`src/rtl/rdv_pkg.sv`:
```
package rdv_pkg;
  typedef enum logic {
    DIR_RECV = 1'b0,
    DIR_SEND = 1'b1
  } dir_e;
endpackage

```
`src/rtl/rdv_chan_table.sv`:
```
module rdv_chan_table
  import rdv_pkg::*;
#(
  parameter int NUM_CHAN = 4,
  parameter int PID_W    = 3,
  parameter int PTR_W    = 16,
  parameter int LEN_W    = 8,
  localparam int CH_W    = (NUM_CHAN > 1) ? $clog2(NUM_CHAN) : 1,
  localparam int NPROC   = 1 << PID_W
) (
  input  logic             clk_i,
  input  logic             rst_ni,
  input  logic             req_valid_i,
  output logic             req_ready_o,
  input  dir_e             req_dir_i,
  input  logic [CH_W-1:0]  req_chan_i,
  input  logic [PID_W-1:0] req_pid_i,
  input  logic [PTR_W-1:0] req_ptr_i,
  input  logic [LEN_W-1:0] req_len_i,
  output logic             resp_valid_o,
  output logic             resp_wait_o,
  output logic             wake_o,
  output logic [PID_W-1:0] wake_pid_o,
  output logic             xfer_valid_o,
  input  logic             xfer_ready_i,
  output logic [PTR_W-1:0] xfer_src_o,
  output logic [PTR_W-1:0] xfer_dst_o,
  output logic [LEN_W-1:0] xfer_len_o
);
  logic [NUM_CHAN-1:0] full_q;
  logic [PID_W-1:0]    pid_q [NUM_CHAN];
  dir_e                dir_q [NUM_CHAN];
  logic [PTR_W-1:0]    ptr_q [NPROC];

  logic             accept;
  logic             occupied;
  logic [PTR_W-1:0] parked_ptr;

  assign req_ready_o = ~xfer_valid_o;
  assign accept      = req_valid_i & req_ready_o;
  assign occupied    = full_q[req_chan_i];
  assign wake_o      = accept & occupied;
  assign wake_pid_o  = pid_q[req_chan_i];
  assign parked_ptr  = ptr_q[wake_pid_o];

  always_ff @(posedge clk_i or negedge rst_ni) begin
    if (!rst_ni) begin
      full_q       <= '0;
      resp_valid_o <= 1'b0;
      resp_wait_o  <= 1'b0;
      xfer_valid_o <= 1'b0;
      xfer_src_o   <= '0;
      xfer_dst_o   <= '0;
      xfer_len_o   <= '0;
      for (int i = 0; i < NUM_CHAN; i++) begin
        pid_q[i] <= '0;
        dir_q[i] <= DIR_RECV;
      end
    end else begin
      resp_valid_o <= accept;
      if (xfer_valid_o && xfer_ready_i) xfer_valid_o <= 1'b0;
      if (accept) begin
        resp_wait_o <= ~occupied;
        if (!occupied) begin
          full_q[req_chan_i] <= 1'b1;
          pid_q[req_chan_i]  <= req_pid_i;
          dir_q[req_chan_i]  <= req_dir_i;
        end else begin
          full_q[req_chan_i] <= 1'b0;
          xfer_valid_o       <= 1'b1;
          xfer_len_o         <= req_len_i;
          if (req_dir_i == DIR_SEND) begin
            xfer_src_o <= req_ptr_i;
            xfer_dst_o <= parked_ptr;
          end else begin
            xfer_src_o <= parked_ptr;
            xfer_dst_o <= req_ptr_i;
          end
        end
      end
    end
  end

  // pointer saved with the parked process
  always_ff @(posedge clk_i) begin
    if (accept && !occupied) ptr_q[req_pid_i] <= req_ptr_i;
  end
endmodule

```
`src/rtl/rdv_ready_queue.sv`:
```
module rdv_ready_queue #(
  parameter int PID_W  = 3,
  localparam int NPROC = 1 << PID_W
) (
  input  logic             clk_i,
  input  logic             rst_ni,
  input  logic             wake_i,
  input  logic [PID_W-1:0] wake_pid_i,
  input  logic             spawn_i,
  input  logic [PID_W-1:0] spawn_pid_i,
  input  logic             take_i,
  output logic             run_valid_o,
  output logic [PID_W-1:0] run_pid_o,
  output logic             empty_o
);
  logic [PID_W-1:0] nxt_q [NPROC];
  logic [PID_W-1:0] head_q, tail_q;
  logic             empty_q;

  logic             any_app, two_app, empty_a, do_pop, last_one;
  logic [PID_W-1:0] first, last, head_a, tail_a, succ;

  always_comb begin
    any_app = wake_i | spawn_i;
    two_app = wake_i & spawn_i;
    first   = wake_i ? wake_pid_i : spawn_pid_i;
    last    = two_app ? spawn_pid_i : first;
    empty_a = empty_q & ~any_app;
    head_a  = empty_q ? first : head_q;
    tail_a  = any_app ? last : tail_q;
    // successor of head after this cycle's links
    if (two_app && head_a == first)                  succ = spawn_pid_i;
    else if (any_app && !empty_q && head_a == tail_q) succ = first;
    else                                             succ = nxt_q[head_a];
    do_pop   = take_i & ~empty_a;
    last_one = (head_a == tail_a);
  end

  assign empty_o = empty_q;

  always_ff @(posedge clk_i or negedge rst_ni) begin
    if (!rst_ni) begin
      head_q      <= '0;
      tail_q      <= '0;
      empty_q     <= 1'b1;
      run_valid_o <= 1'b0;
      run_pid_o   <= '0;
    end else begin
      run_valid_o <= do_pop;
      if (do_pop) run_pid_o <= head_a;
      tail_q <= tail_a;
      if (do_pop) begin
        head_q  <= succ;
        empty_q <= last_one;
      end else begin
        head_q  <= head_a;
        empty_q <= empty_a;
      end
    end
  end

  always_ff @(posedge clk_i) begin
    if (any_app && !empty_q) nxt_q[tail_q] <= first;
    if (two_app)             nxt_q[first]  <= spawn_pid_i;
  end
endmodule

```
`src/rtl/rdv_join.sv`:
```
module rdv_join #(
  parameter int NUM_JOIN = 4,
  parameter int JCNT_W   = 8,
  localparam int JI_W    = (NUM_JOIN > 1) ? $clog2(NUM_JOIN) : 1
) (
  input  logic              clk_i,
  input  logic              rst_ni,
  input  logic              set_i,
  input  logic              end_i,
  input  logic [JI_W-1:0]   idx_i,
  input  logic [JCNT_W-1:0] cnt_i,
  output logic              valid_o,
  output logic              cont_o
);
  logic [JCNT_W-1:0] cnt_q [NUM_JOIN];
  logic [JCNT_W-1:0] dec;

  assign dec = cnt_q[idx_i] - 1'b1;

  always_ff @(posedge clk_i or negedge rst_ni) begin
    if (!rst_ni) begin
      valid_o <= 1'b0;
      cont_o  <= 1'b0;
      for (int i = 0; i < NUM_JOIN; i++) cnt_q[i] <= '0;
    end else begin
      valid_o <= end_i;
      if (set_i) begin
        cnt_q[idx_i] <= cnt_i;
      end else if (end_i) begin
        cnt_q[idx_i] <= dec;
        cont_o       <= (dec == '0);
      end
    end
  end
endmodule

```
`src/rtl/rdv_sched.sv`:
```
module rdv_sched
  import rdv_pkg::*;
#(
  parameter int NUM_CHAN = 4,
  parameter int PID_W    = 3,
  parameter int PTR_W    = 16,
  parameter int LEN_W    = 8,
  parameter int NUM_JOIN = 4,
  parameter int JCNT_W   = 8,
  localparam int CH_W    = (NUM_CHAN > 1) ? $clog2(NUM_CHAN) : 1,
  localparam int JI_W    = (NUM_JOIN > 1) ? $clog2(NUM_JOIN) : 1
) (
  input  logic              clk_i,
  input  logic              rst_ni,
  input  logic              req_valid_i,
  output logic              req_ready_o,
  input  logic              req_out_i,
  input  logic [CH_W-1:0]   req_chan_i,
  input  logic [PID_W-1:0]  req_pid_i,
  input  logic [PTR_W-1:0]  req_ptr_i,
  input  logic [LEN_W-1:0]  req_len_i,
  output logic              resp_valid_o,
  output logic              resp_wait_o,
  output logic              xfer_valid_o,
  input  logic              xfer_ready_i,
  output logic [PTR_W-1:0]  xfer_src_o,
  output logic [PTR_W-1:0]  xfer_dst_o,
  output logic [LEN_W-1:0]  xfer_len_o,
  input  logic              spawn_valid_i,
  input  logic [PID_W-1:0]  spawn_pid_i,
  input  logic              take_i,
  output logic              run_valid_o,
  output logic [PID_W-1:0]  run_pid_o,
  input  logic              join_set_i,
  input  logic              join_end_i,
  input  logic [JI_W-1:0]   join_idx_i,
  input  logic [JCNT_W-1:0] join_cnt_i,
  output logic              join_valid_o,
  output logic              join_cont_o
);
  logic             wake;
  logic [PID_W-1:0] wake_pid;
  logic             q_empty;

  rdv_chan_table #(
    .NUM_CHAN(NUM_CHAN), .PID_W(PID_W), .PTR_W(PTR_W), .LEN_W(LEN_W)
  ) u_chan (
    .clk_i        (clk_i),
    .rst_ni       (rst_ni),
    .req_valid_i  (req_valid_i),
    .req_ready_o  (req_ready_o),
    .req_dir_i    (dir_e'(req_out_i)),
    .req_chan_i   (req_chan_i),
    .req_pid_i    (req_pid_i),
    .req_ptr_i    (req_ptr_i),
    .req_len_i    (req_len_i),
    .resp_valid_o (resp_valid_o),
    .resp_wait_o  (resp_wait_o),
    .wake_o       (wake),
    .wake_pid_o   (wake_pid),
    .xfer_valid_o (xfer_valid_o),
    .xfer_ready_i (xfer_ready_i),
    .xfer_src_o   (xfer_src_o),
    .xfer_dst_o   (xfer_dst_o),
    .xfer_len_o   (xfer_len_o)
  );

  rdv_ready_queue #(.PID_W(PID_W)) u_queue (
    .clk_i       (clk_i),
    .rst_ni      (rst_ni),
    .wake_i      (wake),
    .wake_pid_i  (wake_pid),
    .spawn_i     (spawn_valid_i),
    .spawn_pid_i (spawn_pid_i),
    .take_i      (take_i),
    .run_valid_o (run_valid_o),
    .run_pid_o   (run_pid_o),
    .empty_o     (q_empty)
  );

  rdv_join #(.NUM_JOIN(NUM_JOIN), .JCNT_W(JCNT_W)) u_join (
    .clk_i   (clk_i),
    .rst_ni  (rst_ni),
    .set_i   (join_set_i),
    .end_i   (join_end_i),
    .idx_i   (join_idx_i),
    .cnt_i   (join_cnt_i),
    .valid_o (join_valid_o),
    .cont_o  (join_cont_o)
  );
endmodule

```
`config.mk`:
```
export PLATFORM = sky130hd
export DESIGN_NAME = rdv_sched
export DESIGN_NICKNAME = d
export VERILOG_FILES = /design/src/rtl/rdv_pkg.sv /design/src/rtl/rdv_chan_table.sv /design/src/rtl/rdv_ready_queue.sv /design/src/rtl/rdv_join.sv /design/src/rtl/rdv_sched.sv
export SDC_FILE = /design/constraint.sdc
export NUM_CORES = 1
export LEC_CHECK = 0
export BUFFER_PORTS_ARGS = -buffer_cell sky130_fd_sc_hd__buf_2
export CORE_MARGIN = 2
export CORE_UTILIZATION = 55
export DETAILED_ROUTE_END_ITERATION = 8
export PLACE_DENSITY = 0.78
export SLEW_MARGIN = 20
export SYNTH_ARGS = -nofsm -noshare
export SYNTH_HDL_FRONTEND = slang
export SYNTH_SLANG_ARGS = --single-unit
export TNS_END_PERCENT = 5
```
`constraint.sdc`:
```
create_clock -name clk_i -period 3.6 [get_ports clk_i]
set_input_delay 0.36 -clock clk_i [delete_from_list [all_inputs] [get_ports clk_i]]
set_output_delay 0.36 -clock clk_i [all_outputs]
set_load 0.02 [all_outputs]
```
==> results.tsv, run 1 <==
metric	value	unit
power_density	822	nW/um^2
final_cell_mix	edfxtp_1 (152), nand2_1 (107), dfrtp_1 (103)	
critPathRequiredTime	4.02	ns
syn2layout_area_growth	16.0	%
leakage	5.36	nW
port_buffers	100	
status	finished clean	
tns	0	ns
synth_flop_cell	edfxtp_1	
wl_per_cell	20.7	um
clock_path_buffers	3	
cts_tree	yes	
finalSetupViolCount	0	
power.total	10.9	mW
hold_class	in2reg	
routed_via_density	5.96	
finalCritPeriodShare	0.801	
stdcell_count	1216	
clock_latency	0.53	ns
post-route-util	0.652	
rows	52	
route.antenna.remaining_nets	0	
yosys_warnings	0	
synth_edf_count	152	
finalHoldViolCount	0	
grt_pass1_vias	7298	
io_pins	101	
dpl.hpwl	16600	um
reg2reg_slack	0.72	ns
syn_area_per_cell	14.0	sq um
die_w	148	um
async_reset_ff_frac	0.406	
synth_seq_area_share	0.628	
synth.net_count	870	
numCtsBuffers	26	
crit_type	reg2reg	
synth_seq_cells	256	
dieHeight	148	um
root_buffer	clkbuf_16	
num_vias	7247	
period_needed	2.88	ns
worstPathArrival	3.30	ns
core_area	20300	sq um
antenna_found_initial	0	
track_usage	0.234	
grt-ovfl-total	0	
maxCapViolations	0	
p_seq_frac	0.381	
grt_max_degree	63	
rsz0062_at_grt	false	
nets	979	
die_area	21900	sq um
cp-start-kind	register	
gp_congestion	0.918	
slew_viol_final	0	
finClkSkew	0.00818	ns
drc_errors	0	
syn_inst	817	
cp-end-kind	register	
netlist-cell-type-count	64	
diodes	0	
power.internal	7.21	mW
h-tree-depth	1	
tightest_slew	1.05	ns
slew_headroom	0.300	
crit_fanout	40	
place_area	12200	sq um
grt_pass1_wl	40000	um
drive_gt1_frac	0.286	
path_clk_slew	0.07	ns
drtPass1Iterations	5	
p_clk_frac	0.274	
numClockSinks	256	
fin_area	13200	sq um
dp_cells	1165	
fmax	347	MHz
power_frac_comb	0.346	
switching_share	0.338	
p_sw	3.67	mW
final_common_cell	edfxtp_1	
start_util	0.562	
ir_worst_vdd	0.715	mV
syn_area	11400	sq um
first_iter_violations	736	
wl	25200	um
-- per-stage QoR --
step	setup slack, ns	hold slack [ns]
2_1_floorplan	0.584	0.0644
3_3_place_gp	0.581	0.444
3_5_place_dp	0.520	0.408
4_1_cts	0.713	0.0111
5_1_grt	0.527	0.0371
6_report	0.717	0.0260
-- worst paths after layout --
check | startpoint | end | depth (start not counted)
worst max-delay path | u_chan.xfer_valid_o | u_queue.head_q[1] | 7
worst min-delay path | req_len_i[3] | u_chan.xfer_len_o[3] | 3
worst max register to register | u_chan.xfer_valid_o | u_queue.head_q[1] | 7
worst min register to register | u_chan.xfer_len_o[3] | u_chan.xfer_len_o[3] | 2
max in group asynchronous | rst_ni | u_join.cnt_q[19] | 4
min in group asynchronous | rst_ni | u_queue.run_pid_o[2] | 2
-- sequential cells by signal, summed over array words and instances, names as in the netlist, 3 cells and up, named ones only --
| name | flops |
|---|---|
| u_queue.head_q | 3 |
| u_chan.xfer_dst_o | 16 |
| u_queue.tail_q | 3 |
| u_queue.nxt_q | 24 |
| u_chan.xfer_src_o | 16 |
| u_chan.pid_q | 12 |
| u_join.cnt_q | 32 |
| u_chan.ptr_q | 128 |
| u_queue.run_pid_o | 3 |
| u_chan.xfer_len_o | 8 |
-- synth_stat cells (all sizes together) (5+ instances only) --
master / count / area (sq um)
xor2: 5 / 43.8
edfxtp: 152 / 4560
nand3: 9 / 45.0
o21ai: 56 / 284
dfrtp: 103 / 2580
o211a: 15 / 150
clkbuf: 24 / 90.1
a211oi: 5 / 37.5
mux2i: 30 / 317
inv: 11 / 41.3
a21o: 19 / 143
mux2: 49 / 563
nand2: 107 / 402
buf: 20 / 124
nor2: 56 / 210
mux4: 43 / 976
xnor2: 10 / 87.6
a21oi: 34 / 170
nor2b: 5 / 31.3
nand2b: 5 / 31.3
-- critical path, stage by stage (launching register included) --
cell and delay (ns):
dfrtp_1 0.42, and3b_1 0.31, a22o_4 0.54, mux2i_2 0.44
a21o_1 0.35, a31oi_1 0.08, a221o_1 0.32, a221o_1 0.30
-- power groups by stage --
stage	Clock, mW	Combinational [mW]	Sequential, mW
4_1_cts	3.01	3.78	4.14
3_3_place_gp	0	3.67	4.17
6_report	2.98	3.76	4.14
3_5_place_dp	0	3.76	4.19
2_1_floorplan	0	2.53	4.36
5_1_grt	3.13	4.09	4.21
-- repair_timing --
item / CTS / global route
setup buffers: 0 / 0
resized for setup: 0 / 0
hold buffers: 3 / 0
endpoints found under the hold margin: 45 / 0
-- cell type report --
type	instances	area, sq um
clock buffer	29	693
clock inverter	19	268
inverter	12	46.3
multi-input combinational	505	4000
timing repair buffer	125	731
fill	1467	7060
sequential	256	7170
tap	270	338
-- layer usage --
metal | vias to the layer above | part of all wire | global-route usage
met1 | 3612 | 0.42 | 0.322
met5 | - | 0 | 0
met4 | 0 | 0.023 | 0.0567
met2 | 281 | 0.50 | 0.402
li1 | 3301 | - | -
met3 | 53 | 0.061 | 0.0306
-- cell families after synthesis --
logic type	synth area share
compound gates	0.0937
fa+ha+maj	0.00219
buf+inv	0.0228
flops	0.628
mux	0.163
simple gates	0.0790
xor+xnor	0.0115
Power figures use the tool's default switching activity.
==> inputs of run 2 (changes only) <==
- CORE_UTILIZATION: 55 -> 54
- PLACE_DENSITY: 0.78 -> 0.79
- clock period: 3.6 -> 2.4 ns (I/O delays scaled with it)
==> run 2 against run 1 <==
Compared with the run above:
- the flow now finishes with violations (negative setup slack)
- setup slack worse by 0.81 ns
- worst hold slack worse by 0.0018 ns
- critical path depth stayed put
- register-to-register slack worse by 0.81 ns
- combinational power is 89% higher
- final area is 7.3% higher
- cell count is 7.5% higher
- count of clock-buffer cells in the layout is 1 lower
- sequential power is 48% higher
- clock skew is 0.0013 ns higher
- largest cell class unchanged
==> results.tsv, run 2 (synthesis gave the netlist of run 1 again) <==
metric	value	unit
status	complete, but fails checks	
violations	negative setup slack	
port_buffers	100	
finalCritPeriodShare	1.04	
critical_path.slowest_cell	a311oi_4	
slew_viol_final	0	
post-route-util	0.680	
num_vias	7640	
first_iter_violations	576	
numClockSinks	256	
critPathTopFamily	compound AO/OA/AOI/OAI gates	
wl	26400	um
root_buffer	clkbuf_16	
start_util	0.546	
period_needed	2.49	ns
routed_via_density	5.85	
stdcell_count	1307	
layout_setup_ws	-0.0942	ns
rows	53	
critPathRequiredTime	2.81	ns
place_area	12900	sq um
grt-ovfl-total	0	
dieHeight	149	um
cp-end-kind	register	
drtPass1Iterations	5	
hold_class	in2reg	
max_stage_delay	0.39	ns
pre_cts_ws	-0.197	ns
tns	-0.231	ns
fmax	401	MHz
gp_congestion	0.890	
crit_chain	mux2_4, a22o_4, a311oi_4, mux2_4, and3_4, a221o_1, a221o_1	
die_area	22300	sq um
h-tree-depth	1	
finalSetupViolCount	6	
route.antenna.remaining_nets	0	
numCtsBuffers	26	
diodes	0	
reg_top3	u_chan.ptr_q: 128 flops, u_join.cnt_q: 32 flops, u_queue.nxt_q: 24 flops	
grt_pass1_wl	40900	um
clock_path_buffers	3	
drive_gt1_frac	0.364	
rsz0062_at_grt	true	
dpl.hpwl	16900	um
crit_fanout	4	
io_pins	101	
crit_buf_inv	0	
tightest_slew	0.624	ns
final_cell_mix	edfxtp_1 (152), nand2_1 (104), dfrtp_1 (103)	
drc_errors	0	
power.total	17.4	mW
top_register	u_chan.ptr_q	
syn2layout_area_growth	24.5	%
dp_cells	1242	
power_density	1220	nW/um^2
cts_tree	yes	
finClkSkew	0.00945	ns
grt_pass1_vias	7469	
final.fill_count	1431	
core_area	20900	sq um
nets	1065	
path_clk_slew	0.06	ns
die_w	149	um
hp-start	req_out_i	
worstPathArrival	2.90	ns
final_common_cell	edfxtp_1	
ir_worst_vdd	0.704	mV
finalHoldViolCount	0	
wl_per_cell	20.2	um
maxCapViolations	0	
leakage	5.81	nW
fin_area	14200	sq um
track_usage	0.238	
antenna_found_initial	0	
grt_max_degree	66	
crit_type	reg2reg	
clock_latency	0.53	ns
slew_headroom	0.584	
whs	0.0242	ns
cp-start-kind	register	
largest_reg_flops	128	
## run 2: power breakdown
group	total (mW)	internal (mW)	switching, mW
clock	4.14	2.46	1.68
sequential	6.13	5.64	0.483
combinational	7.09	3.37	3.73
## run 2: layer usage
layer / vias to the layer above / part of all wire / track usage
met1: 3837 / 0.41 / 0.337
li1: 3468 / - / -
met3: 35 / 0.067 / 0.0388
met2: 300 / 0.50 / 0.388
met4: 0 / 0.016 / 0.0600
met5: - / 0 / 0
## run 2: final timing paths
kind,depth (start not counted),slack [ns],end
setup reg to reg,7,-0.09,u_queue.head_q[1]
max in group asynchronous,3,1.38,u_join.valid_o
setup / recovery,7,-0.09,u_queue.head_q[1]
hold / removal,4,0.02,u_chan.xfer_dst_o[15]
min in group asynchronous,2,0.26,async pin
hold reg to reg,2,0.46,u_chan.xfer_len_o[5]
## run 2: cell type report
class / instances / area (sq um) / share of cell area
clock buffer: 28 / 668 / 0.0470
clock inverter: 20 / 224 / 0.0158
inverter: 12 / 46.3 / 0.00326
multi-input combinational: 505 / 4230 / 0.298
sequential: 256 / 7170 / 0.505
tap: 275 / 344 / 0.0242
timing repair buffer: 211 / 1520 / 0.107
## run 2: worst register-to-register path, stage by stage (launching register included)
cell      delay [ns]
dfrtp_1         0.37
mux2_4          0.28
a22o_4          0.28
a311oi_4        0.39
mux2_4          0.33
and3_4          0.17
a221o_1         0.25
a221o_1         0.30
## run 2: repair_timing
| item | CTS | global route |
|---|---|---|
| endpoints found under the setup margin | 36 | 71 |
| gates resized for setup | 16 | 41 |
| pin swaps | 2 | 7 |
| buffers inserted | 1 | 4 |
| endpoints found under the hold margin | 53 | 0 |
| hold buffers | 12 | 0 |
==> inputs of run 3 (changes only) <==
- CORE_ASPECT_RATIO: unset -> 1.1
- HOLD_SLACK_MARGIN: unset -> 0.06
==> run 3 against run 2 <==
Compared with the run above:
- the flow still finishes with violations (negative setup slack)
- final area is 1.3% higher
- critical path depth is 3 higher
- power is 1.5% higher
- fmax is 0.88% higher
- sequential power hardly changed
- utilization is 1.7 points higher
- sequential share of layout area is 0.64 points lower
- setup slack better by 0.022 ns
- critical endpoint unchanged
- highest routed layer unchanged
==> results.tsv, run 3 (synthesis gave the netlist of run 1 again) <==
metric	value	unit
status	complete, but fails checks	
violations	negative setup slack	
wl_per_cell	22.0	um
start_util	0.553	
power.internal	11.5	mW
clock_latency	0.55	ns
slew_headroom	0.298	
route.antenna.remaining_nets	0	
power.total	17.6	mW
p_clk_frac	0.239	
switching_share	0.348	
antenna_found_initial	0	
top_layer_used	met4	
drc_errors	0	
die_area	22300	sq um
rows	55	
final_cell_mix	edfxtp_1 (152), nand2_1 (107), dfrtp_1 (103)	
rsz0062_at_grt	true	
routed_via_density	6.02	
slew_viol_final	0	
wl_met3	1880	um
p_seq_frac	0.350	
power_frac_comb	0.411	
dieHeight	156	um
grt_pass1_vias	7949	
worstPathArrival	2.91	ns
numCtsBuffers	26	
grt_max_degree	64	
layout_setup_ws	-0.0726	ns
wl	28600	um
post-route-util	0.697	
maxCapViolations	0	
grt_pass1_wl	43200	um
finalCritPeriodShare	1.03	
finClkSkew	0.0182	ns
first_iter_violations	733	
tns	-0.183	ns
power_density	1230	nW/um^2
fmax	404	MHz
p_sw	6.12	mW
die_w	143	um
num_vias	7837	
crit_fanout	3	
wl_met1	11500	um
finalHoldViolCount	0	
ir_worst_vdd	0.912	mV
grt-ovfl-total	0	
finalSetupViolCount	6	
core_area	20600	sq um
hold_class	in2reg	
crit_type	reg2reg	
cp-start-kind	register	
io_pins	101	
port_buffers	100	
root_buffer	clkbuf_16	
path_clk_slew	0.07	ns
critPathTopFamily	compound AO/OA/AOI/OAI gates	
cts_tree	yes	
clock_path_buffers	3	
tightest_slew	1.05	ns
track_usage	0.253	
crit_buf_inv	3	
nets	1079	
gp_congestion	0.942	
dpl.hpwl	17200	um
critPathRequiredTime	2.83	ns
crit_top_cell	buf_4	
h-tree-depth	1	
drtPass1Iterations	5	
final.fill_count	1328	
max_stage_delay	0.42	ns
crit_chain	and3b_2, buf_4, a221oi_2, buf_4, a311oi_4, buf_4, mux2i_1, nand2_1, a221o_1, a221o_1	
reg_top3	u_chan.ptr_q: 128 flops, u_join.cnt_q: 32 flops, u_queue.nxt_q: 24 flops	
met2_length	14500	um
largest_reg_flops	128	
syn2layout_area_growth	26.1	%
period_needed	2.47	ns
final_common_cell	edfxtp_1	
top_register	u_chan.ptr_q	
leakage	5.88	nW
drive_gt1_frac	0.359	
numClockSinks	256	
cp-end-kind	register	
diodes	0	
critical_path.slowest_cell	dfrtp_1	
==> run 3: cell types whose count changed in the layout (fill, tap and decap cells not counted), sizes merged <==
cell | before | now
dlygate4sd3 | 12 | 30
buf | 199 | 195
clkinv | 13 | 10
clkbuf | 28 | 30
inv | 12 | 14
bufinv | 4 | 3
==> run 3: through the flow <==
step	setup WS, ns	instances	area (sq um)	hold WS [ns]
6_report	-0.0726	1302	14400	0.0826
5_1_grt	-0.190	1302	14400	0.0948
4_1_cts	-0.0413	1296	14200	0.0638
3_5_place_dp	-0.410	1217	12900	0.272
2_1_floorplan	-0.252	817	11400	-0.0556
3_3_place_gp	-0.387	1217	12900	0.273
==> run 3: area by class of cell <==
type | instances | area [sq um] | share of cell area
Timing Repair Buffer | 225 | 1740 | 0.121
Sequential cell | 256 | 7170 | 0.498
Clock buffer | 30 | 686 | 0.0477
Clock inverter | 18 | 208 | 0.0144
Inverter | 12 | 46.3 | 0.00322
Tap cell | 256 | 320 | 0.0223
Multi-Input combinational cell | 505 | 4220 | 0.293
==> run 3: per-layer routing <==
metal | up-vias | global-route usage
li1 | 3493 | -
met1 | 3916 | 0.333
met2 | 362 | 0.431
met3 | 66 | 0.0386
met4 | 0 | 0.0891
met5 | - | 0
==> run 3: path summary, 6_finish.rpt <==
path,start,end,slack [ns],depth (start not counted)
max,u_chan.xfer_valid_o,u_queue.head_q[1],-0.07,10
min,join_cnt_i[7],u_join.cnt_q[7],0.08,4
max reg2reg,u_chan.xfer_valid_o,u_queue.head_q[1],-0.07,10
min reg2reg,u_chan.xfer_len_o[3],u_chan.xfer_len_o[3],0.46,2
max in group asynchronous,rst_ni,u_queue.empty_o,1.38,3
min in group asynchronous,rst_ni,u_chan.resp_valid_o,0.27,2
==> run 3: worst reg2reg max path, cell delays in order, from the launching register on <==
cell and delay (ns):
dfrtp_1 0.42, and3b_2 0.29, buf_4 0.12, a221oi_2 0.06
buf_4 0.15, a311oi_4 0.25, buf_4 0.19, mux2i_1 0.17
nand2_1 0.07, a221o_1 0.34, a221o_1 0.31
==> run 3: power groups by stage <==
stage,Clock [mW],Sequential [mW],Combinational [mW]
finish,4.21,6.16,7.24
global route,4.41,6.25,7.76
CTS,4.26,6.14,6.81
detailed placement,0,6.21,6.52
global placement,0,6.17,6.35
floorplan,0,6.54,3.80
==> run 3: what timing repair did <==
item,in CTS,in global routing
hold buffers,30,0
gates resized for setup,22,37
endpoints found under the setup margin,36,54
hold endpoints to repair,185,0
pin swaps,3,7
buffers inserted,1,7
